`src/rtl/i2c_tgt_pkg.sv`:
```
package i2c_tgt_pkg;

  localparam int BYTE_W  = 8;
  localparam int ADDR_W  = 7;
  localparam int CNT_W   = $clog2(BYTE_W + 1);
  localparam int TABLE_N = 4;

  typedef enum logic [2:0] {
    ST_IDLE,
    ST_ADDR,
    ST_AACK,
    ST_WDAT,
    ST_WACK,
    ST_RDAT,
    ST_RACK
  } tgt_state_e;

  // pick one 7-bit entry from a packed table, entry 0 in the low bits
  function automatic logic [ADDR_W-1:0] addr_pick(
    input logic [TABLE_N*ADDR_W-1:0] tbl,
    input logic [1:0]                idx
  );
    return tbl[ADDR_W*int'(idx) +: ADDR_W];
  endfunction

endpackage

```
`src/rtl/i2c_tgt_linesync.sv`:
```
module i2c_tgt_linesync #(
  parameter int STAGES = 2
) (
  input  logic clk,
  input  logic rst_n,
  input  logic scl_i,
  input  logic sda_i,
  output logic sda_s_o,
  output logic scl_rise_o,
  output logic scl_fall_o,
  output logic start_o,
  output logic stop_o
);

  logic [STAGES-1:0] scl_ff;
  logic [STAGES-1:0] sda_ff;
  logic              scl_q;
  logic              sda_q;
  logic              scl_s;
  logic              sda_s;

  // synchroniser chains, idle-high lines reset to 1
  for (genvar g = 0; g < STAGES; g++) begin : g_sync
    if (g == 0) begin : g_first
      always_ff @(posedge clk or negedge rst_n) begin
        if (!rst_n) begin
          scl_ff[0] <= 1'b1;
          sda_ff[0] <= 1'b1;
        end else begin
          scl_ff[0] <= scl_i;
          sda_ff[0] <= sda_i;
        end
      end
    end else begin : g_rest
      always_ff @(posedge clk or negedge rst_n) begin
        if (!rst_n) begin
          scl_ff[g] <= 1'b1;
          sda_ff[g] <= 1'b1;
        end else begin
          scl_ff[g] <= scl_ff[g-1];
          sda_ff[g] <= sda_ff[g-1];
        end
      end
    end
  end

  assign scl_s = scl_ff[STAGES-1];
  assign sda_s = sda_ff[STAGES-1];

  // previous synchronised sample for edge detection
  always_ff @(posedge clk or negedge rst_n) begin
    if (!rst_n) begin
      scl_q <= 1'b1;
      sda_q <= 1'b1;
    end else begin
      scl_q <= scl_s;
      sda_q <= sda_s;
    end
  end

  assign sda_s_o    = sda_s;
  assign scl_rise_o = scl_s & ~scl_q;
  assign scl_fall_o = ~scl_s & scl_q;
  assign start_o    = scl_s & scl_q & sda_q & ~sda_s;
  assign stop_o     = scl_s & scl_q & ~sda_q & sda_s;

endmodule

```
`src/rtl/i2c_tgt_strap.sv`:
```
module i2c_tgt_strap
  import i2c_tgt_pkg::*;
#(
  parameter logic [TABLE_N*ADDR_W-1:0] ADDR_TABLE = {7'h4E, 7'h1A, 7'h4C, 7'h18}
) (
  input  logic              clk,
  input  logic              rst_n,
  input  logic [1:0]        strap_i,
  output logic              done_o,
  output logic [ADDR_W-1:0] addr_o
);

  logic              done_q;
  logic [ADDR_W-1:0] addr_q;
  logic              cap_en;

  // capture exactly once, on the first cycle out of reset
  assign cap_en = ~done_q;

  always_ff @(posedge clk or negedge rst_n) begin
    if (!rst_n) begin
      done_q <= 1'b0;
      addr_q <= '0;
    end else if (cap_en) begin
      done_q <= 1'b1;
      addr_q <= addr_pick(ADDR_TABLE, strap_i);
    end
  end

  assign done_o = done_q;
  assign addr_o = addr_q;

endmodule

```
`src/rtl/i2c_tgt_engine.sv`:
```
module i2c_tgt_engine
  import i2c_tgt_pkg::*;
(
  input  logic              clk,
  input  logic              rst_n,
  input  logic              sda_s,
  input  logic              scl_rise,
  input  logic              scl_fall,
  input  logic              start_det,
  input  logic              stop_det,
  input  logic              addr_ok,
  input  logic [ADDR_W-1:0] own_addr,
  input  logic [BYTE_W-1:0] tx_data_i,
  output logic              sda_oe_o,
  output logic              sel_o,
  output logic              rd_o,
  output logic              start_o,
  output logic              stop_o,
  output logic              rx_valid_o,
  output logic [BYTE_W-1:0] rx_data_o,
  output logic              tx_req_o
);

  localparam logic [CNT_W-1:0] LAST_BIT = CNT_W'(BYTE_W);

  tgt_state_e        st_q, st_d;
  logic [CNT_W-1:0]  cnt_q, cnt_d;
  logic [BYTE_W-1:0] rsh_q, rsh_d;
  logic [BYTE_W-1:0] tsh_q, tsh_d;
  logic [BYTE_W-1:0] rxd_q, rxd_d;
  logic oe_q, oe_d, sel_q, sel_d, rd_q, rd_d, mack_q, mack_d;
  logic rxv_q, rxv_d, txr_q, txr_d, sta_q, sta_d, sto_q, sto_d;
  logic byte_done;

  assign byte_done = scl_fall & (cnt_q == LAST_BIT);

  always_comb begin
    st_d   = st_q;
    cnt_d  = cnt_q;
    rsh_d  = rsh_q;
    tsh_d  = tsh_q;
    rxd_d  = rxd_q;
    oe_d   = oe_q;
    sel_d  = sel_q;
    rd_d   = rd_q;
    mack_d = mack_q;
    rxv_d  = 1'b0;
    txr_d  = 1'b0;
    sta_d  = 1'b0;
    sto_d  = 1'b0;
    if (start_det) begin
      st_d  = ST_ADDR;
      cnt_d = '0;
      oe_d  = 1'b0;
      sel_d = 1'b0;
      rd_d  = 1'b0;
      sta_d = 1'b1;
    end else if (stop_det) begin
      st_d  = ST_IDLE;
      oe_d  = 1'b0;
      sel_d = 1'b0;
      rd_d  = 1'b0;
      sto_d = 1'b1;
    end else begin
      unique case (st_q)
        ST_ADDR, ST_WDAT: begin
          if (scl_rise) begin
            rsh_d = {rsh_q[BYTE_W-2:0], sda_s};
            cnt_d = cnt_q + 1'b1;
          end else if (byte_done) begin
            if (st_q == ST_WDAT) begin
              rxv_d = 1'b1;
              rxd_d = rsh_q;
              oe_d  = 1'b1;
              st_d  = ST_WACK;
            end else if (addr_ok && rsh_q[BYTE_W-1:1] == own_addr) begin
              oe_d  = 1'b1;
              sel_d = 1'b1;
              rd_d  = rsh_q[0];
              st_d  = ST_AACK;
            end else begin
              st_d = ST_IDLE;
            end
          end
        end
        ST_AACK: begin
          if (scl_fall) begin
            cnt_d = '0;
            if (rd_q) begin
              txr_d = 1'b1;
              oe_d  = ~tx_data_i[BYTE_W-1];
              tsh_d = {tx_data_i[BYTE_W-2:0], 1'b0};
              st_d  = ST_RDAT;
            end else begin
              oe_d = 1'b0;
              st_d = ST_WDAT;
            end
          end
        end
        ST_WACK: begin
          if (scl_fall) begin
            oe_d  = 1'b0;
            cnt_d = '0;
            st_d  = ST_WDAT;
          end
        end
        ST_RDAT: begin
          if (scl_rise) begin
            cnt_d = cnt_q + 1'b1;
          end else if (byte_done) begin
            oe_d = 1'b0;
            st_d = ST_RACK;
          end else if (scl_fall) begin
            oe_d  = ~tsh_q[BYTE_W-1];
            tsh_d = {tsh_q[BYTE_W-2:0], 1'b0};
          end
        end
        ST_RACK: begin
          if (scl_rise) begin
            mack_d = ~sda_s;
          end else if (scl_fall) begin
            if (mack_q) begin
              txr_d = 1'b1;
              cnt_d = '0;
              oe_d  = ~tx_data_i[BYTE_W-1];
              tsh_d = {tx_data_i[BYTE_W-2:0], 1'b0};
              st_d  = ST_RDAT;
            end else begin
              st_d  = ST_IDLE;
              sel_d = 1'b0;
              rd_d  = 1'b0;
            end
          end
        end
        default: ;
      endcase
    end
  end

  always_ff @(posedge clk or negedge rst_n) begin
    if (!rst_n) begin
      st_q   <= ST_IDLE;
      cnt_q  <= '0;
      rsh_q  <= '0;
      tsh_q  <= '0;
      rxd_q  <= '0;
      oe_q   <= 1'b0;
      sel_q  <= 1'b0;
      rd_q   <= 1'b0;
      mack_q <= 1'b0;
      rxv_q  <= 1'b0;
      txr_q  <= 1'b0;
      sta_q  <= 1'b0;
      sto_q  <= 1'b0;
    end else begin
      st_q   <= st_d;
      cnt_q  <= cnt_d;
      rsh_q  <= rsh_d;
      tsh_q  <= tsh_d;
      rxd_q  <= rxd_d;
      oe_q   <= oe_d;
      sel_q  <= sel_d;
      rd_q   <= rd_d;
      mack_q <= mack_d;
      rxv_q  <= rxv_d;
      txr_q  <= txr_d;
      sta_q  <= sta_d;
      sto_q  <= sto_d;
    end
  end

  assign sda_oe_o   = oe_q;
  assign sel_o      = sel_q;
  assign rd_o       = rd_q;
  assign start_o    = sta_q;
  assign stop_o     = sto_q;
  assign rx_valid_o = rxv_q;
  assign rx_data_o  = rxd_q;
  assign tx_req_o   = txr_q;

endmodule

```
`src/rtl/i2c_strap_target.sv`:
```
module i2c_strap_target
  import i2c_tgt_pkg::*;
#(
  parameter int                        SYNC_STAGES = 2,
  parameter logic [TABLE_N*ADDR_W-1:0] ADDR_TABLE  = {7'h4E, 7'h1A, 7'h4C, 7'h18}
) (
  input  logic        clk,
  input  logic        rst_n,
  input  logic [1:0]  strap_i,
  input  logic        scl_i,
  input  logic        sda_i,
  output logic        sda_oe_o,
  output logic        addressed_o,
  output logic        rd_o,
  output logic        start_o,
  output logic        stop_o,
  output logic        rx_valid_o,
  output logic [7:0]  rx_data_o,
  output logic        tx_req_o,
  input  logic [7:0]  tx_data_i
);

  logic [1:0]        rst_sync_q;
  logic              rst_int_n;
  logic              sda_s, scl_rise, scl_fall, start_det, stop_det;
  logic              strap_done;
  logic [ADDR_W-1:0] own_addr;

  // asynchronous assert, synchronous release
  always_ff @(posedge clk or negedge rst_n) begin
    if (!rst_n) rst_sync_q <= 2'b00;
    else        rst_sync_q <= {rst_sync_q[0], 1'b1};
  end
  assign rst_int_n = rst_sync_q[1];

  i2c_tgt_linesync #(.STAGES(SYNC_STAGES)) u_sync (
    .clk        (clk),
    .rst_n      (rst_int_n),
    .scl_i      (scl_i),
    .sda_i      (sda_i),
    .sda_s_o    (sda_s),
    .scl_rise_o (scl_rise),
    .scl_fall_o (scl_fall),
    .start_o    (start_det),
    .stop_o     (stop_det)
  );

  i2c_tgt_strap #(.ADDR_TABLE(ADDR_TABLE)) u_strap (
    .clk     (clk),
    .rst_n   (rst_int_n),
    .strap_i (strap_i),
    .done_o  (strap_done),
    .addr_o  (own_addr)
  );

  i2c_tgt_engine u_eng (
    .clk        (clk),
    .rst_n      (rst_int_n),
    .sda_s      (sda_s),
    .scl_rise   (scl_rise),
    .scl_fall   (scl_fall),
    .start_det  (start_det),
    .stop_det   (stop_det),
    .addr_ok    (strap_done),
    .own_addr   (own_addr),
    .tx_data_i  (tx_data_i),
    .sda_oe_o   (sda_oe_o),
    .sel_o      (addressed_o),
    .rd_o       (rd_o),
    .start_o    (start_o),
    .stop_o     (stop_o),
    .rx_valid_o (rx_valid_o),
    .rx_data_o  (rx_data_o),
    .tx_req_o   (tx_req_o)
  );

endmodule

```
`config.mk`:
```
export PLATFORM = sky130hd
export DESIGN_NAME = i2c_strap_target
export DESIGN_NICKNAME = d
export VERILOG_FILES = /design/src/rtl/i2c_tgt_pkg.sv /design/src/rtl/i2c_tgt_linesync.sv /design/src/rtl/i2c_tgt_strap.sv /design/src/rtl/i2c_tgt_engine.sv /design/src/rtl/i2c_strap_target.sv
export SDC_FILE = /design/constraint.sdc
export NUM_CORES = 1
export LEC_CHECK = 0
export CAP_MARGIN = 5
export CORE_MARGIN = 4
export CORE_UTILIZATION = 45
export CTS_CLUSTER_DIAMETER = 40
export CTS_CLUSTER_SIZE = 20
export DETAILED_ROUTE_END_ITERATION = 10
export PLACE_DENSITY_LB_ADDON = 0.15
export SLEW_MARGIN = 0
export SYNTH_ARGS = -nofsm -noshare
export SYNTH_HDL_FRONTEND = slang
export SYNTH_SLANG_ARGS = --single-unit
```
`constraint.sdc`:
```
create_clock -name clk -period 3.7 [get_ports clk]
set_input_delay 0.555 -clock clk [delete_from_list [all_inputs] [get_ports clk]]
set_output_delay 0.555 -clock clk [all_outputs]
set_load 0.05 [all_outputs]
```
==> results of run 1 <==
## final cells by class
class,count,area [um^2]
clock buffers,5,68.8
clock inverters,3,43.8
fillers,437,2290
inverters,7,26.3
multi-input cells,144,1090
flip-flops and latches,51,1280
well taps,70,87.6
repair buffers,28,280
## worst paths after layout
path / start / end / slack (ns) / depth (start not counted)
max reg2reg: u_eng.st_q[1] / u_eng.tsh_q[7] / 1.21 / 4
min: u_sync.sda_ff[0] / u_sync.sda_s_o / 0.36 / 0
min reg2reg: u_sync.sda_ff[0] / u_sync.sda_s_o / 0.36 / 0
min in group asynchronous: rst_n / rst_sync_q[0] / 0.40 / 1
max in group asynchronous: rst_sync_q[1] / u_eng.rx_valid_o / 2.59 / 0
max: u_eng.st_q[1] / u_eng.tsh_q[7] / 1.21 / 4
## where the power goes
group          internal [uW]  switching, uW  total (uW)
combinational            175            163         338
clock                    202            188         390
sequential               657            119         776
total                   1030            470        1500
## sequential cells by signal, indices dropped and copies added, names as in the netlist
register,count
u_eng.tsh_q,7
u_sync.scl_q,1
u_eng.sda_oe_o,1
u_eng.st_q,3
u_strap.addr_o,4
u_sync.sda_q,1
u_eng.start_o,1
u_eng.rx_valid_o,1
u_eng.rsh_q,8
rst_sync_q,2
u_eng.sel_o,1
u_eng.cnt_q,4
u_eng.tx_req_o,1
u_eng.mack_q,1
u_eng.stop_o,1
u_eng.rd_o,1
u_sync.scl_ff,1
u_eng.rx_data_o,8
u_strap.done_o,1
u_sync.sda_s_o,1
u_sync.sda_ff,1
u_sync.scl_s,1
## metrics by stage
stage	total power, uW	area, um^2	worst slack, ns
after detailed placement	1130	2770	1.23
after CTS	1520	2880	1.22
after floorplan	1030	2440	1.70
after global routing	1600	2880	1.00
final	1500	2880	1.21
after global placement	1130	2770	1.29
## worst max-delay path: cells and delay by family, from the launching register on
family           cells  cell delay [ns]
AO/OA/AOI/OAI        1             0.57
flip-flops           1             0.58
multiplexers         1             0.40
AND/OR/NAND/NOR      2             0.85
## cell families after synthesis
family          Yosys count
buf+inv                  13
flops                    51
compound gates           38
xor+xnor                  4
mux                      35
simple gates             63
other cells               1
fa+ha+maj                 2
## metal layers
layer | up-vias | track usage, % | part of all wire, %
met5 | - | 0 | 0
met4 | 0 | 5.48 | 1.4
li1 | 795 | - | -
met2 | 31 | 26.1 | 49
met1 | 801 | 21.7 | 47
met3 | 8 | 3.29 | 3.0
## synth_stat cells, types with 2 or more instances
cell type	count
o211ai_1	3
xnor2_1	3
o31ai_1	2
a211o_1	2
o31a_1	2
nand2b_1	7
o21ai_0	14
a21o_1	2
inv_1	7
buf_4	2
clkbuf_1	2
mux2_2	30
nor2b_1	4
nor2_1	11
a21oi_1	2
nor3b_1	2
ha_1	2
dfstp_2	6
nand2_1	17
nor3_1	3
mux2i_1	5
dfrtp_1	45
nand3_1	6
and3_1	2
==> results.yml, run 1 <==
run_status:
  status: "complete, no violations"
clock_network:
  cts_setup_buffers: 0
  cts_buffer_depth: 2
  clockRootBuffer: "clkbuf_8"
  cts_hold_buffers: 0
  cts_sinks: 51
  cts_tree: "done"
  cts_buffers: 5
  htree_levels: 2
  cts_resized: 0
  clock_latency_ns: 0.31
  clk_pin_slew_worst_paths_ns: 0.10
synthesis:
  synthXorXnorAreaFrac_pct: 1.44
  netlist_instances: 207
  synthSimpleGateAreaFrac_pct: 14.1
  synthAdderAreaFrac_pct: 1.03
  synth_cell_types: 50
  synthesis.area_mm2: 0.00244
  muxShareOfSynthArea_pct: 15.9
  yosys_warnings: 0
  netlist_top_cells_area: "dfrtp_1 (46%), mux2_2 (14%), dfstp_2 (6.5%)"
  ys_seq_elements: 51
  synth_top_family_by_area: "multiplexers"
  synth_top_area_share_pct: 46.2
  async_reset_ff_share_pct: 100
  synth-compound-area-share_pct: 12.0
  seq_area_frac_synth_pct: 52.7
  yosysTopAreaCell: "dfrtp_1"
  ys.flop_type: "dfrtp_1"
  synth_edf_count: 0
  syn-mean-instance-area_um2: 11.8
worst_setup_path:
  critPathSlowestCell: "nor2b_1"
  cp_max_fo: 14
  crit_type: "reg -> reg"
  slowest_delay_ns: 0.67
  cp-start-kind: "flip-flop"
  cp.required_ns: 3.90
  arrival_ns: 2.69
  critical_path.cell_chain: "nor2b_1 -> nor2_1 -> a2111oi_4 -> mux2_2"
  endpoint_kind: "flip-flop"
floorplanning:
  fp.dieArea_mm2: 0.00665
  io_pins: 29
  num_rows: 26
  start_util_pct: 47.1
  dieHeight_um: 81.6
  coreArea_mm2: 0.00517
  die_w_um: 81.6
sta:
  worst_slew_pin_slew_ns: 1.04
  final.setup.tns_ns: 0
  whs_ns: 0.361
  skew_ns: 0.0118
  slew_violations: 0
  hold_viol: 0
  setup_viol: 0
  max_freq_ghz: 0.401
  relSlewSlack_pct: 30.4
  rsz0062_at_grt: "false"
  period_share_pct: 67.3
  fin_crit_ns: 2.49
route:
  antenna_left: 0
  routed_via_density: 5.31
  wire_per_inst_um: 15.3
  drt_iter0_drc: 88
  drc: 0
  drt_first_pass_iters: 4
  num_vias: 1635
  drt_wl_total_um: 4700
global_route:
  gr-total-overflow: 0
  grtUsageTotal_pct: 16.1
  grt_max_degree: 50
  antenna_found_initial: 0
  grt_first_pass_wirelength_um: 8290
  grt_pass1_vias: 1726
placement:
  place_hpwl_um: 3300
  io_buffers: 28
  place_inst: 300
  gp_congestion: 0.938
pwr:
  vdd_ir_drop_max_mv: 0.270
  leakagePower_uw: 0.00127
  p_per_area_mw_per_mm2: 522
layout:
  final_common_cell: "dfrtp_1"
  antennaDiodeCount: 0
  postLayoutCoreUtil_pct: 55.7
  final_nets: 253
  layout-drive-gt1-share_pct: 22.7
  fin_cells: 308
  syn2layout_area_growth_pct: 18.3
  mostFrequentLayoutCells: "dfrtp_1 (44), mux2_2 (30), clkdlybuf4s50_1 (28)"
flow_run:
  drv_cap: 0
hold_path:
  hold_path_class: "reg -> reg"
No activity file was read; power rests on OpenSTA's default activity.
==> inputs of run 2 (changes only) <==
Clock period 3.7 ns to 2.3 ns, I/O delays scaled along.
==> run 2 against run 1 <==
  * Core utilization up 1.4 points
  * First-iteration DRC count rose by 14%
  * Sequential cell count is the same
  * Clock power is 61% higher
  * Critical path depth rose by 4
  * Cell count up 2.9%
  * Power is 63% higher
  * Count of clock-buffer cells in the layout unchanged
  * Final area up 2.5%
==> results.yml, run 2 (same netlist as run 1, synthesis figures left out) <==
clock_network:
  cts_resized: 0
  cts_hold_buffers: 0
  cts_buffers: 5
  cts_setup_buffers: 0
  clk_pin_slew_worst_paths_ns: 0.09
  cts_tree: "done"
  cts_sinks: 51
  clock_latency_ns: 0.30
  htree_levels: 2
  clockRootBuffer: "clkbuf_8"
  cts_buffer_depth: 2
sta:
  max_freq_ghz: 0.477
  fin_crit_ns: 2.10
  worst_slew_pin_slew_ns: 0.607
  setup_viol: 0
  period_share_pct: 91.1
  relSlewSlack_pct: 59.5
  rsz0062_at_grt: "false"
  final.setup.tns_ns: 0
  hold_viol: 0
  skew_ns: 0.00626
  slew_violations: 0
placement:
  io_buffers: 28
  place_inst: 309
  place_hpwl_um: 3320
  gp_congestion: 0.850
pwr:
  leakagePower_uw: 0.00131
  design_power_total_uw: 2450
  p_per_area_mw_per_mm2: 830
  vdd_ir_drop_max_mv: 0.493
floorplanning:
  coreArea_mm2: 0.00517
  io_pins: 29
  die_w_um: 81.6
  start_util_pct: 47.1
  num_rows: 26
  dieHeight_um: 81.6
  fp.dieArea_mm2: 0.00665
route:
  routed_via_density: 5.19
  drt_iter0_drc: 100
  drt_wl_total_um: 4540
  wire_per_inst_um: 14.3
  num_vias: 1646
  drt_first_pass_iters: 4
  antenna_left: 0
  drc: 0
global_route:
  gr-total-overflow: 0
  grtUsageTotal_pct: 15.5
  grt_pass1_vias: 1662
  grt_first_pass_wirelength_um: 8020
  antenna_found_initial: 0
  grt_max_degree: 50
worst_setup_path:
  endpoint_kind: "flip-flop"
  cp-start-kind: "flip-flop"
  cp.required_ns: 2.49
  crit_type: "reg -> reg"
  arrival_ns: 2.29
  cp_max_fo: 7
layout:
  layout-drive-gt1-share_pct: 25.5
  final_common_cell: "dfrtp_1"
  postLayoutCoreUtil_pct: 57.1
  multiInputGateArea_mm2: 0.00109
  mostFrequentLayoutCells: "dfrtp_1 (44), mux2_2 (30), clkdlybuf4s50_1 (28)"
  fin_cells: 317
  fillers: 449
  syn2layout_area_growth_pct: 21.3
  antennaDiodeCount: 0
  final_nets: 262
  final-seq-area_mm2: 0.00128
run_status:
  status: "complete, no violations"
flow_run:
  drv_cap: 0
hold_path:
  hold_path_class: "in -> async"
-- run 2: cell types whose count changed in the layout (fill, tap and decap cells not counted) --
| cell | change |
|---|---|
| buf_4 | +9 |
| clkinv_2 | -1 |
| inv_6 | +1 |
-- run 2: report_power, final --
part | internal (uW) | switching, uW
Clock | 330 | 298
Sequential | 1060 | 145
Combinational | 305 | 317
-- run 2: per-stage QoR --
step / area [um^2] / hold slack (ns) / worst slack, ns
3_3_place_gp: 2840 / 0.333 / 0.249
2_1_floorplan: 2440 / 0.0494 / 0.299
4_1_cts: 2950 / 0.183 / 0.185
6_report: 2950 / 0.194 / 0.204
5_1_grt: 2950 / 0.178 / 0.0633
3_5_place_dp: 2840 / 0.335 / 0.198
-- run 2: critical path, cell delays in order, from the launching register on --
cell and delay, ns:
dfrtp_1 0.41, inv_1 0.06, ha_1 0.18, and3b_1 0.23
nor3_1 0.20, nor2_1 0.09, a2111oi_4 0.27, buf_4 0.21
mux2_2 0.34
-- run 2: worst paths after layout --
path | startpoint | end | slack, ns | depth (start not counted)
worst min register to register | rst_sync_q[1] | u_eng.tsh_q[6] | 0.36 | 1
max in group asynchronous | rst_sync_q[1] | u_eng.cnt_q[2] | 1.52 | 1
min in group clk | rst_sync_q[0] | rst_sync_q[1] | 0.36 | 0
worst max register to register | u_eng.cnt_q[0] | u_eng.tsh_q[3] | 0.20 | 8
worst max-delay path | u_eng.cnt_q[0] | u_eng.tsh_q[3] | 0.20 | 8
worst min-delay path | rst_n | rst_sync_q[1] | 0.19 | 1
-- run 2: final cells by class --
class,count,share of cell area (%)
inverters,7,0.889
well taps,70,2.96
flip-flops and latches,51,43.5
multi-input cells,144,36.9
clock buffers,5,2.33
repair buffers,37,11.8
clock inverters,3,1.61
-- run 2: metal layers --
metal  vias up  part of all wire [%]  track usage [%]
met5         -                     0                0
met4         0                  0.64             3.49
met3         4                   4.0             4.39
met2        37                    49             23.6
met1       788                    47             22.1
li1        817                     -                -
==> inputs of run 3 (changes only) <==
Settings changed: CTS_CLUSTER_SIZE 20 to 25.
==> results of run 3 <==
Final layout, timing and power as in run 2 (identical DEF).
